`config.mk`:
```
export PLATFORM = sky130hd
export DESIGN_NAME = status_light_ctrl
export DESIGN_NICKNAME = d
export VERILOG_FILES = /design/src/rtl/slc_pkg.sv /design/src/rtl/slc_decode.sv /design/src/rtl/slc_regs.sv /design/src/rtl/slc_rdmux.sv /design/src/rtl/status_light_ctrl.sv
export SDC_FILE = /design/constraint.sdc
export NUM_CORES = 1
export LEC_CHECK = 0
export BUFFER_PORTS_ARGS = -buffer_cell sky130_fd_sc_hd__buf_2
export CAP_MARGIN = 25
export CORE_ASPECT_RATIO = 0.6
export CORE_MARGIN = 3
export CORE_UTILIZATION = 42
export CTS_CLUSTER_DIAMETER = 150
export DETAILED_ROUTE_END_ITERATION = 8
export PLACE_DENSITY = 0.89
export SYNTH_ARGS = -nofsm -noshare
export SYNTH_HDL_FRONTEND = slang
export SYNTH_SLANG_ARGS = --single-unit
```
`constraint.sdc`:
```
create_clock -name clk -period 5.8 [get_ports clk]
set_clock_uncertainty 0.2 [all_clocks]
set_input_delay 1.16 -clock clk [delete_from_list [all_inputs] [get_ports clk]]
set_output_delay 1.16 -clock clk [all_outputs]
set_load 0.01 [all_outputs]
```
`src/rtl/slc_pkg.sv`:
```
// Shared types for the status light controller.
// Assumes three consecutive word registers starting at a word-aligned base.
package slc_pkg;
    localparam int N_REGS = 3;

    typedef enum logic [1:0] {
        SEL_NONE  = 2'd0,
        SEL_POWER = 2'd1,
        SEL_LEVEL = 2'd2,
        SEL_MASK  = 2'd3
    } reg_sel_e;
endpackage

```
`src/rtl/slc_decode.sv`:
```
// Address decode: compares the word address against each register slot in
// parallel and qualifies the hit with request and direction.
// Assumes BASE_ADDR is a multiple of four; address bits 1:0 are ignored.
module slc_decode
    import slc_pkg::*;
#(
    parameter int ADDR_W    = 16,
    parameter int BASE_ADDR = 100
) (
    input  logic              req,
    input  logic              we,
    input  logic [ADDR_W-1:0] addr,
    output reg_sel_e          sel,
    output logic              wr_en,
    output logic              rd_en,
    output logic              ack
);
    localparam logic [ADDR_W-1:0] BASE_WORD = ADDR_W'(BASE_ADDR / 4);

    logic [ADDR_W-1:0] word;
    logic [N_REGS-1:0] hit;

    // Strip byte offset by shifting the full address.
    assign word = addr >> 2;

    for (genvar k = 0; k < N_REGS; k++) begin : g_slot
        // One comparator per register slot.
        assign hit[k] = (word == BASE_WORD + ADDR_W'(k));
    end

    // Turn the slot hits into a register select.
    always_comb begin
        if (hit[0])      sel = SEL_POWER;
        else if (hit[1]) sel = SEL_LEVEL;
        else if (hit[2]) sel = SEL_MASK;
        else             sel = SEL_NONE;
    end

    assign ack   = req && (hit != '0);
    assign wr_en = ack && we;
    assign rd_en = ack && !we;
endmodule

```
`src/rtl/slc_regs.sv`:
```
// Panel state: master enable, brightness level and light mask.
// Updates only on an acknowledged store; power store is value dependent.
module slc_regs
    import slc_pkg::*;
#(
    parameter int DATA_W   = 32,
    parameter int BRIGHT_W = 4,
    parameter int N_LIGHTS = 16
) (
    input  logic                clk,
    input  logic                rst_n,
    input  logic                wr_en,
    input  reg_sel_e            sel,
    input  logic [DATA_W-1:0]   wdata,
    output logic                disp_on,
    output logic [BRIGHT_W-1:0] level,
    output logic [N_LIGHTS-1:0] lights
);
    // Master enable: any nonzero store turns on, zero turns off.
    always_ff @(posedge clk) begin
        if (!rst_n)                          disp_on <= 1'b0;
        else if (wr_en && sel == SEL_POWER)  disp_on <= (wdata != '0);
    end

    // Brightness takes the low field only.
    always_ff @(posedge clk) begin
        if (!rst_n)                          level <= '0;
        else if (wr_en && sel == SEL_LEVEL)  level <= wdata[BRIGHT_W-1:0];
    end

    // Light mask takes the low field only.
    always_ff @(posedge clk) begin
        if (!rst_n)                          lights <= '0;
        else if (wr_en && sel == SEL_MASK)   lights <= wdata[N_LIGHTS-1:0];
    end


    power_on_chk: assert property (@(posedge clk) disable iff (!rst_n)
        (wr_en && sel == SEL_POWER && wdata != '0) |=> disp_on);

    power_off_chk: assert property (@(posedge clk) disable iff (!rst_n)
        (wr_en && sel == SEL_POWER && wdata == '0) |=> !disp_on);

    level_load_chk: assert property (@(posedge clk) disable iff (!rst_n)
        (wr_en && sel == SEL_LEVEL) |=> level == $past(wdata[BRIGHT_W-1:0]));

    mask_load_chk: assert property (@(posedge clk) disable iff (!rst_n)
        (wr_en && sel == SEL_MASK) |=> lights == $past(wdata[N_LIGHTS-1:0]));

    hold_state_chk: assert property (@(posedge clk) disable iff (!rst_n)
        !wr_en |=> ($stable(disp_on) && $stable(level) && $stable(lights)));
endmodule

```
`src/rtl/slc_rdmux.sv`:
```
// Fetch data path: selects the addressed register, zero-extended.
// Drives zero in any cycle without an acknowledged fetch.
module slc_rdmux
    import slc_pkg::*;
#(
    parameter int DATA_W   = 32,
    parameter int BRIGHT_W = 4,
    parameter int N_LIGHTS = 16
) (
    input  logic                rd_en,
    input  reg_sel_e            sel,
    input  logic                disp_on,
    input  logic [BRIGHT_W-1:0] level,
    input  logic [N_LIGHTS-1:0] lights,
    output logic [DATA_W-1:0]   rdata
);
    // Pick the register for the fetch, power reads back as exactly 1.
    always_comb begin
        rdata = '0;
        if (rd_en) begin
            case (sel)
                SEL_POWER: rdata = {{(DATA_W-1){1'b0}}, disp_on};
                SEL_LEVEL: rdata = {{(DATA_W-BRIGHT_W){1'b0}}, level};
                SEL_MASK:  rdata = {{(DATA_W-N_LIGHTS){1'b0}}, lights};
                default:   rdata = '0;
            endcase
        end
    end
endmodule

```
`src/rtl/status_light_ctrl.sv`:
```
// Top of the status light controller: decode, panel state and read mux.
// Single-cycle bus: ack and rdata are combinational, stores land at the edge.
module status_light_ctrl
    import slc_pkg::*;
#(
    parameter int ADDR_W    = 16,
    parameter int DATA_W    = 32,
    parameter int BASE_ADDR = 100,
    parameter int BRIGHT_W  = 4,
    parameter int N_LIGHTS  = 16
) (
    input  logic                clk,
    input  logic                rst_n,
    input  logic                req,
    input  logic                we,
    input  logic [ADDR_W-1:0]   addr,
    input  logic [DATA_W-1:0]   wdata,
    output logic                ack,
    output logic [DATA_W-1:0]   rdata,
    output logic                disp_on,
    output logic [BRIGHT_W-1:0] level,
    output logic [N_LIGHTS-1:0] lights
);
    localparam logic [ADDR_W-1:0] LO_ADDR = ADDR_W'(BASE_ADDR);
    localparam logic [ADDR_W-1:0] HI_ADDR = ADDR_W'(BASE_ADDR + 4 * N_REGS - 1);

    reg_sel_e sel;
    logic     wr_en;
    logic     rd_en;

    slc_decode #(.ADDR_W(ADDR_W), .BASE_ADDR(BASE_ADDR)) u_decode (
        .req(req), .we(we), .addr(addr),
        .sel(sel), .wr_en(wr_en), .rd_en(rd_en), .ack(ack)
    );

    slc_regs #(.DATA_W(DATA_W), .BRIGHT_W(BRIGHT_W), .N_LIGHTS(N_LIGHTS)) u_regs (
        .clk(clk), .rst_n(rst_n), .wr_en(wr_en), .sel(sel), .wdata(wdata),
        .disp_on(disp_on), .level(level), .lights(lights)
    );

    slc_rdmux #(.DATA_W(DATA_W), .BRIGHT_W(BRIGHT_W), .N_LIGHTS(N_LIGHTS)) u_rdmux (
        .rd_en(rd_en), .sel(sel), .disp_on(disp_on), .level(level),
        .lights(lights), .rdata(rdata)
    );


    unmapped_noack_chk: assert property (@(posedge clk) disable iff (!rst_n)
        (req && (addr < LO_ADDR || addr > HI_ADDR)) |-> (!ack && rdata == '0));

    mapped_ack_chk: assert property (@(posedge clk) disable iff (!rst_n)
        (req && addr >= LO_ADDR && addr <= HI_ADDR) |-> ack);

    idle_noack_chk: assert property (@(posedge clk) disable iff (!rst_n)
        !req |-> !ack);

    power_read_chk: assert property (@(posedge clk) disable iff (!rst_n)
        (ack && !we && addr <= LO_ADDR + 3) |-> (rdata == DATA_W'(disp_on)));
endmodule

```
==> results of run 1 <==
[state kept, by name, summed over array words and instances, names as in the netlist]
| register | cells |
|---|---|
| u_regs.disp_on | 1 |
| u_regs.level | 4 |
| u_regs.lights | 16 |
[cells in the final DEF (no fill, tap or decap), types with 2 or more instances in the layout]
cell	n
buf_2	87
and2_1	12
nor2b_1	21
nor2_1	7
nor3_1	3
mux2i_1	23
nor4_4	2
clkbuf_8	3
nand3_1	2
conb_1	16
nor4_1	8
or4b_1	2
dfxtp_1	21
nand4_1	2
nand4b_1	3
or4_4	2
[report_power, final]
part	leakage, uW	total (uW)	internal [uW]	switching, uW
Clock	0.0000217	97.5	48.5	49.1
Sequential	0.000169	144	144	0.00157
Combinational	0.000625	35.0	16.7	18.3
[worst reg2reg max path: cells and delay by family, from the launching register on]
kind | cells | cell delay (ns)
compound gates | 2 | 0.25
flops | 1 | 0.35
[how the worst min path moves through the flow]
stage                                 start           endpoint  slack, ns
after floorplan           u_regs.lights[10]  u_regs.lights[10]       0.35
after global placement     u_regs.lights[7]   u_regs.lights[7]       0.31
after detailed placement  u_regs.lights[11]  u_regs.lights[11]       0.32
after CTS                  u_regs.lights[9]   u_regs.lights[9]       0.34
after global routing       u_regs.lights[6]   u_regs.lights[6]       0.36
final                     u_regs.lights[13]  u_regs.lights[13]       0.34
[logic make-up after synthesis]
family	synth area share
DFF	0.323
buffers and inverters	0.129
other	0.00288
muxes	0.185
and+or+nand+nor	0.344
AOI/OAI and AO/OA	0.0163
[per-layer routing]
metal / part of all wire / track usage
met1: 0.46 / 0.222
met3: 0.10 / 0.0572
met2: 0.43 / 0.284
met4: 0.0039 / 0.0262
met5: 0 / 0
[final cells by class]
cell class,instances,area share
Inverter,1,0.00216
Tap cell,40,0.0288
Sequential cell,21,0.242
Multi-Input combinational cell,109,0.444
Clock inverter,1,0.00432
Clock buffer,3,0.0238
Timing Repair Buffer,88,0.255
[per-stage QoR]
stage / total power, uW / area [um2] / hold WS [ns] / setup WS [ns] / util
finish: 277 / 1740 / 0.336 / 1.06 / 0.640
global route: 288 / 1740 / 0.362 / 0.856 / 0.640
CTS: 280 / 1740 / 0.340 / 1.05 / 0.640
detailed placement: 182 / 1690 / 0.325 / 1.06 / 0.622
global placement: 182 / 1690 / 0.311 / 1.08 / 0.622
floorplan: 170 / 1360 / 0.346 / 1.62 / -
==> results.sh, run 1 <==
export IMPL_rsz0062_at_grt="no"
export IMPL_final_cell_count_no_fill=263
export IMPL_synthDistinctLibCells=25
export IMPL_overflow=0
export IMPL_crit_type="input port to output port"
export IMPL_netlist_instances=139
export IMPL_die_height_um=49.1
export IMPL_crit_family="simple AND/OR/NAND/NOR gates"
export IMPL_yosys_top_cells_area="dfxtp_1 (32%), mux2i_1 (18%), nor2b_1 (10%), buf_4 (9.2%), and2_1 (5.8%)"
export IMPL_synth_area_leader_cell="dfxtp_1"
export IMPL_syn_area_per_cell_um2=9.37
export IMPL_io_pins=106
export IMPL_cts_hold_buf=0
export IMPL_cts_buffers=3
export IMPL_yosys_register_bits=21
export IMPL_routedWlPerCell_um=12.8
export IMPL_nFillCells=237
export IMPL_irDropWorstVdd_uv=122
export IMPL_drt_iter0_drc=26
export IMPL_finalHoldViolations=0
export IMPL_timing_setup_tns_ns=0
export IMPL_grt_pass1_vias=1146
export IMPL_worstSetupEndpointType="output port"
export IMPL_worstRegToRegCells=2
export IMPL_h_tree_depth=1
export IMPL_post_route_period_util=0.818
export IMPL_fmax_ghz=0.211
export IMPL_cts_buffer_depth=2
export IMPL_worst_slew_pin_slew_ns=0.605
export IMPL_insertion_delay_ns=0.25
export IMPL_cts_tree="yes"
export IMPL_multiInputGateArea_um2=771
export IMPL_clock_sinks=21
export IMPL_portBuffers=87
export IMPL_cts_setup_buffers=0
export IMPL_vias=1245
export IMPL_drive_above_1_share=0.435
export IMPL_grt_usage=0.172
export IMPL_cp_startpoint="addr[4]"
export IMPL_coreArea_mm2=0.00272
export IMPL_cp_common_cell="buf_2"
export IMPL_num_nets_final=276
export IMPL_synthArstFlopShare=0
export IMPL_routed_wirelength_um=3360
export IMPL_rrSetupSlack_ns=4.92
export IMPL_area_growth_pct=33.3
export IMPL_crit_arrival_ns=3.38
export IMPL_path_clk_slew_ns=0.07
export IMPL_worstPathCellList="buf_2, or4b_1, or4_4, nor2_1, and2_1, buf_2"
export IMPL_crit_end="rdata[13]"
export IMPL_path_buf_inv=2
export IMPL_worstPathRequired_ns=4.44
export IMPL_yosysMostFrequentCell="mux2i_1"
export IMPL_dp_final_hpwl_um=2760
export IMPL_relSlewSlack=0.595
export IMPL_r2r_end="u_regs.disp_on"
export IMPL_path_max_fanout=12
export IMPL_synth_edf_count=0
export IMPL_synth_commonest_cells="mux2i_1 (23), dfxtp_1 (21), nor2b_1 (21), buf_4 (16), and2_1 (12)"
export IMPL_slew_violations=0
export IMPL_min_delay_path_depth=2
export IMPL_ys_warnings_count=0
export IMPL_cp_slowest_cell="or4b_1"
export IMPL_fp_dieW_um=77.9
export IMPL_seq_area_um2=420
export IMPL_viasPerCell=4.73
export IMPL_drc_errors=0
export IMPL_grt_max_degree=22
export IMPL_antenna_found_initial=0
export IMPL_setup_violations=0
export IMPL_cts_resized=0
export IMPL_firstDrtPassIters=4
export IMPL_max_stage_delay_ns=0.68
export IMPL_netlist_area_mm2=0.00130
export IMPL_std_cell_rows=14
export IMPL_grt_pass1_wl_um=5350
export IMPL_fin_crit_ns=4.74
export IMPL_synth_top_cell_area_share=0.323
export IMPL_setup_worst_path_start_class="input port"
export IMPL_cp_depth=6
export IMPL_cellLeakagePower_uw=0.000816
export IMPL_yosys_most_used_dff="dfxtp_1"
export IMPL_power_density_mw_per_mm2=159
export IMPL_antenna_left=0
export IMPL_hold_path_class="register to register"
export IMPL_initial_core_util=0.480
export IMPL_drv_cap=0
export IMPL_gp_congestion=0.817
export IMPL_dp_cells=259
export IMPL_status="finished, final reports clean"
export IMPL_antenna_cells=0
export IMPL_root_buffer="clkbuf_8"
export IMPL_regToRegStartpoint="u_regs.disp_on"
export IMPL_die_area_mm2=0.00383
export IMPL_yosysSeqAreaShare=0.323
Note: power is estimated with default switching activity, not from simulation.
==> run 2: changes to the inputs <==
- CORE_UTILIZATION: 42 -> 39
- PLACE_DENSITY: 0.89 -> 0.83
- clock period: 5.8 -> 4.87 ns (I/O delays scaled with it)
==> results.sh, run 2 (same netlist as run 1, synthesis figures left out) <==
export IMPL_antenna_left=0
export IMPL_drv_cap=0
export IMPL_grt_max_degree=22
export IMPL_finalHoldViolations=0
export IMPL_grt_usage=0.152
export IMPL_power_density_mw_per_mm2=187
export IMPL_layout_commonest_cell="buf_2"
export IMPL_dpl_instance_area_mm2=0.00170
export IMPL_cellLeakagePower_uw=0.000821
export IMPL_dp_cells=262
export IMPL_worstSetupEndpointType="output port"
export IMPL_dp_final_hpwl_um=2750
export IMPL_path_max_fanout=12
export IMPL_setup_worst_path_start_class="input port"
export IMPL_cts_tree="yes"
export IMPL_clock_sinks=21
export IMPL_path_clk_slew_ns=0.08
export IMPL_viasPerCell=4.58
export IMPL_rsz0062_at_grt="no"
export IMPL_largestRegisters="u_regs.lights: 16 flops, u_regs.level: 4 flops, u_regs.disp_on: 1 flops"
export IMPL_fin_crit_ns=4.06
export IMPL_grt_pass1_vias=1100
export IMPL_wl_met1_um=1540
export IMPL_slew_violations=0
export IMPL_root_buffer="clkbuf_8"
export IMPL_relSlewSlack=0.575
export IMPL_final_cell_count_no_fill=266
export IMPL_coreArea_mm2=0.00302
export IMPL_irDropWorstVdd_uv=155
export IMPL_cts_buffer_depth=2
export IMPL_nFillCells=300
export IMPL_combPwrFrac=0.127
export IMPL_grt_pass1_wl_um=4930
export IMPL_antenna_cells=0
export IMPL_post_route_period_util=0.834
export IMPL_fmax_ghz=0.246
export IMPL_status="finished, final reports clean"
export IMPL_cts_hold_buf=0
export IMPL_num_nets_final=277
export IMPL_p_sw_uw=77.9
export IMPL_multiInputGateArea_um2=771
export IMPL_overflow=0
export IMPL_hold_path_class="register to register"
export IMPL_largest_reg_flops=16
export IMPL_p_sw_frac=0.238
export IMPL_regMostFlops="u_regs.lights"
export IMPL_setup_violations=0
export IMPL_area_growth_pct=34.1
export IMPL_layout_common_cells="buf_2 (87), mux2i_1 (23), nor2b_1 (21), dfxtp_1 (21), conb_1 (16)"
export IMPL_vias=1219
export IMPL_drt_iter0_drc=20
export IMPL_std_cell_rows=15
export IMPL_intPower_uw=249
export IMPL_drive_above_1_share=0.438
export IMPL_final_area_mm2=0.00175
export IMPL_die_area_mm2=0.00409
export IMPL_routed_wirelength_um=3320
export IMPL_fp_dieW_um=80.6
export IMPL_firstDrtPassIters=4
export IMPL_cts_buffers=3
export IMPL_h_tree_depth=1
export IMPL_finalPower_uw=327
export IMPL_cts_setup_buffers=0
export IMPL_insertion_delay_ns=0.25
export IMPL_dr_wl_met2_um=1400
export IMPL_seqPwrFrac=0.525
export IMPL_cts_resized=0
export IMPL_wl_met3_um=354
export IMPL_antenna_found_initial=0
export IMPL_initial_core_util=0.431
export IMPL_power_frac_clock=0.348
export IMPL_worst_slew_pin_slew_ns=0.633
export IMPL_crit_arrival_ns=2.89
export IMPL_portBuffers=87
export IMPL_io_pins=106
export IMPL_final_util=0.578
export IMPL_die_height_um=50.8
export IMPL_worstPathRequired_ns=3.70
export IMPL_routedWlPerCell_um=12.5
export IMPL_drc_errors=0
export IMPL_gp_congestion=0.771
export IMPL_top_layer="met4"
export IMPL_seq_area_um2=420
export IMPL_timing_setup_tns_ns=0
export IMPL_crit_type="input port to output port"
-- run 2: power by group through the flow --
stage          Clock (uW)  Sequential (uW)  Combinational [uW]
2_1_floorplan           0              176                26.8
3_3_place_gp            0              176                41.0
3_5_place_dp            0              176                41.4
4_1_cts               120              171                41.6
5_1_grt               124              172                46.2
6_report              114              172                41.6
-- run 2: area by class of cell --
type,count,share of cell area
well taps,42,0.0301
clock buffers,3,0.0236
multi-input cells,109,0.441
repair buffers,89,0.258
inverters,1,0.00215
flip-flops and latches,21,0.241
clock inverters,1,0.00430
-- run 2: per-layer routing --
| metal | vias to the layer above | global-route usage |
|---|---|---|
| li1 | 630 | - |
| met1 | 524 | 0.217 |
| met2 | 63 | 0.236 |
| met3 | 2 | 0.0323 |
| met4 | 0 | 0.0253 |
| met5 | - | 0 |
-- run 2: stage by stage --
step	hold slack [ns]	setup slack, ns
3_3_place_gp	0.310	0.806
2_1_floorplan	0.346	1.06
4_1_cts	0.339	0.795
5_1_grt	0.368	0.683
3_5_place_dp	0.322	0.799
6_report	0.335	0.811
-- run 2: worst paths after layout --
kind,from,end,slack (ns),depth (start not counted)
min,u_regs.lights[2],u_regs.lights[2],0.34,2
min reg2reg,u_regs.lights[2],u_regs.lights[2],0.34,2
max,addr[4],rdata[14],0.81,7
max reg2reg,u_regs.disp_on,u_regs.disp_on,3.99,2
-- run 2: critical path: stages --
cell and delay [ns]:
buf_2 0.09, or4b_1 0.68, or4_4 0.61, nor2_1 0.10, buf_4 0.17, and2_1 0.13
buf_2 0.12
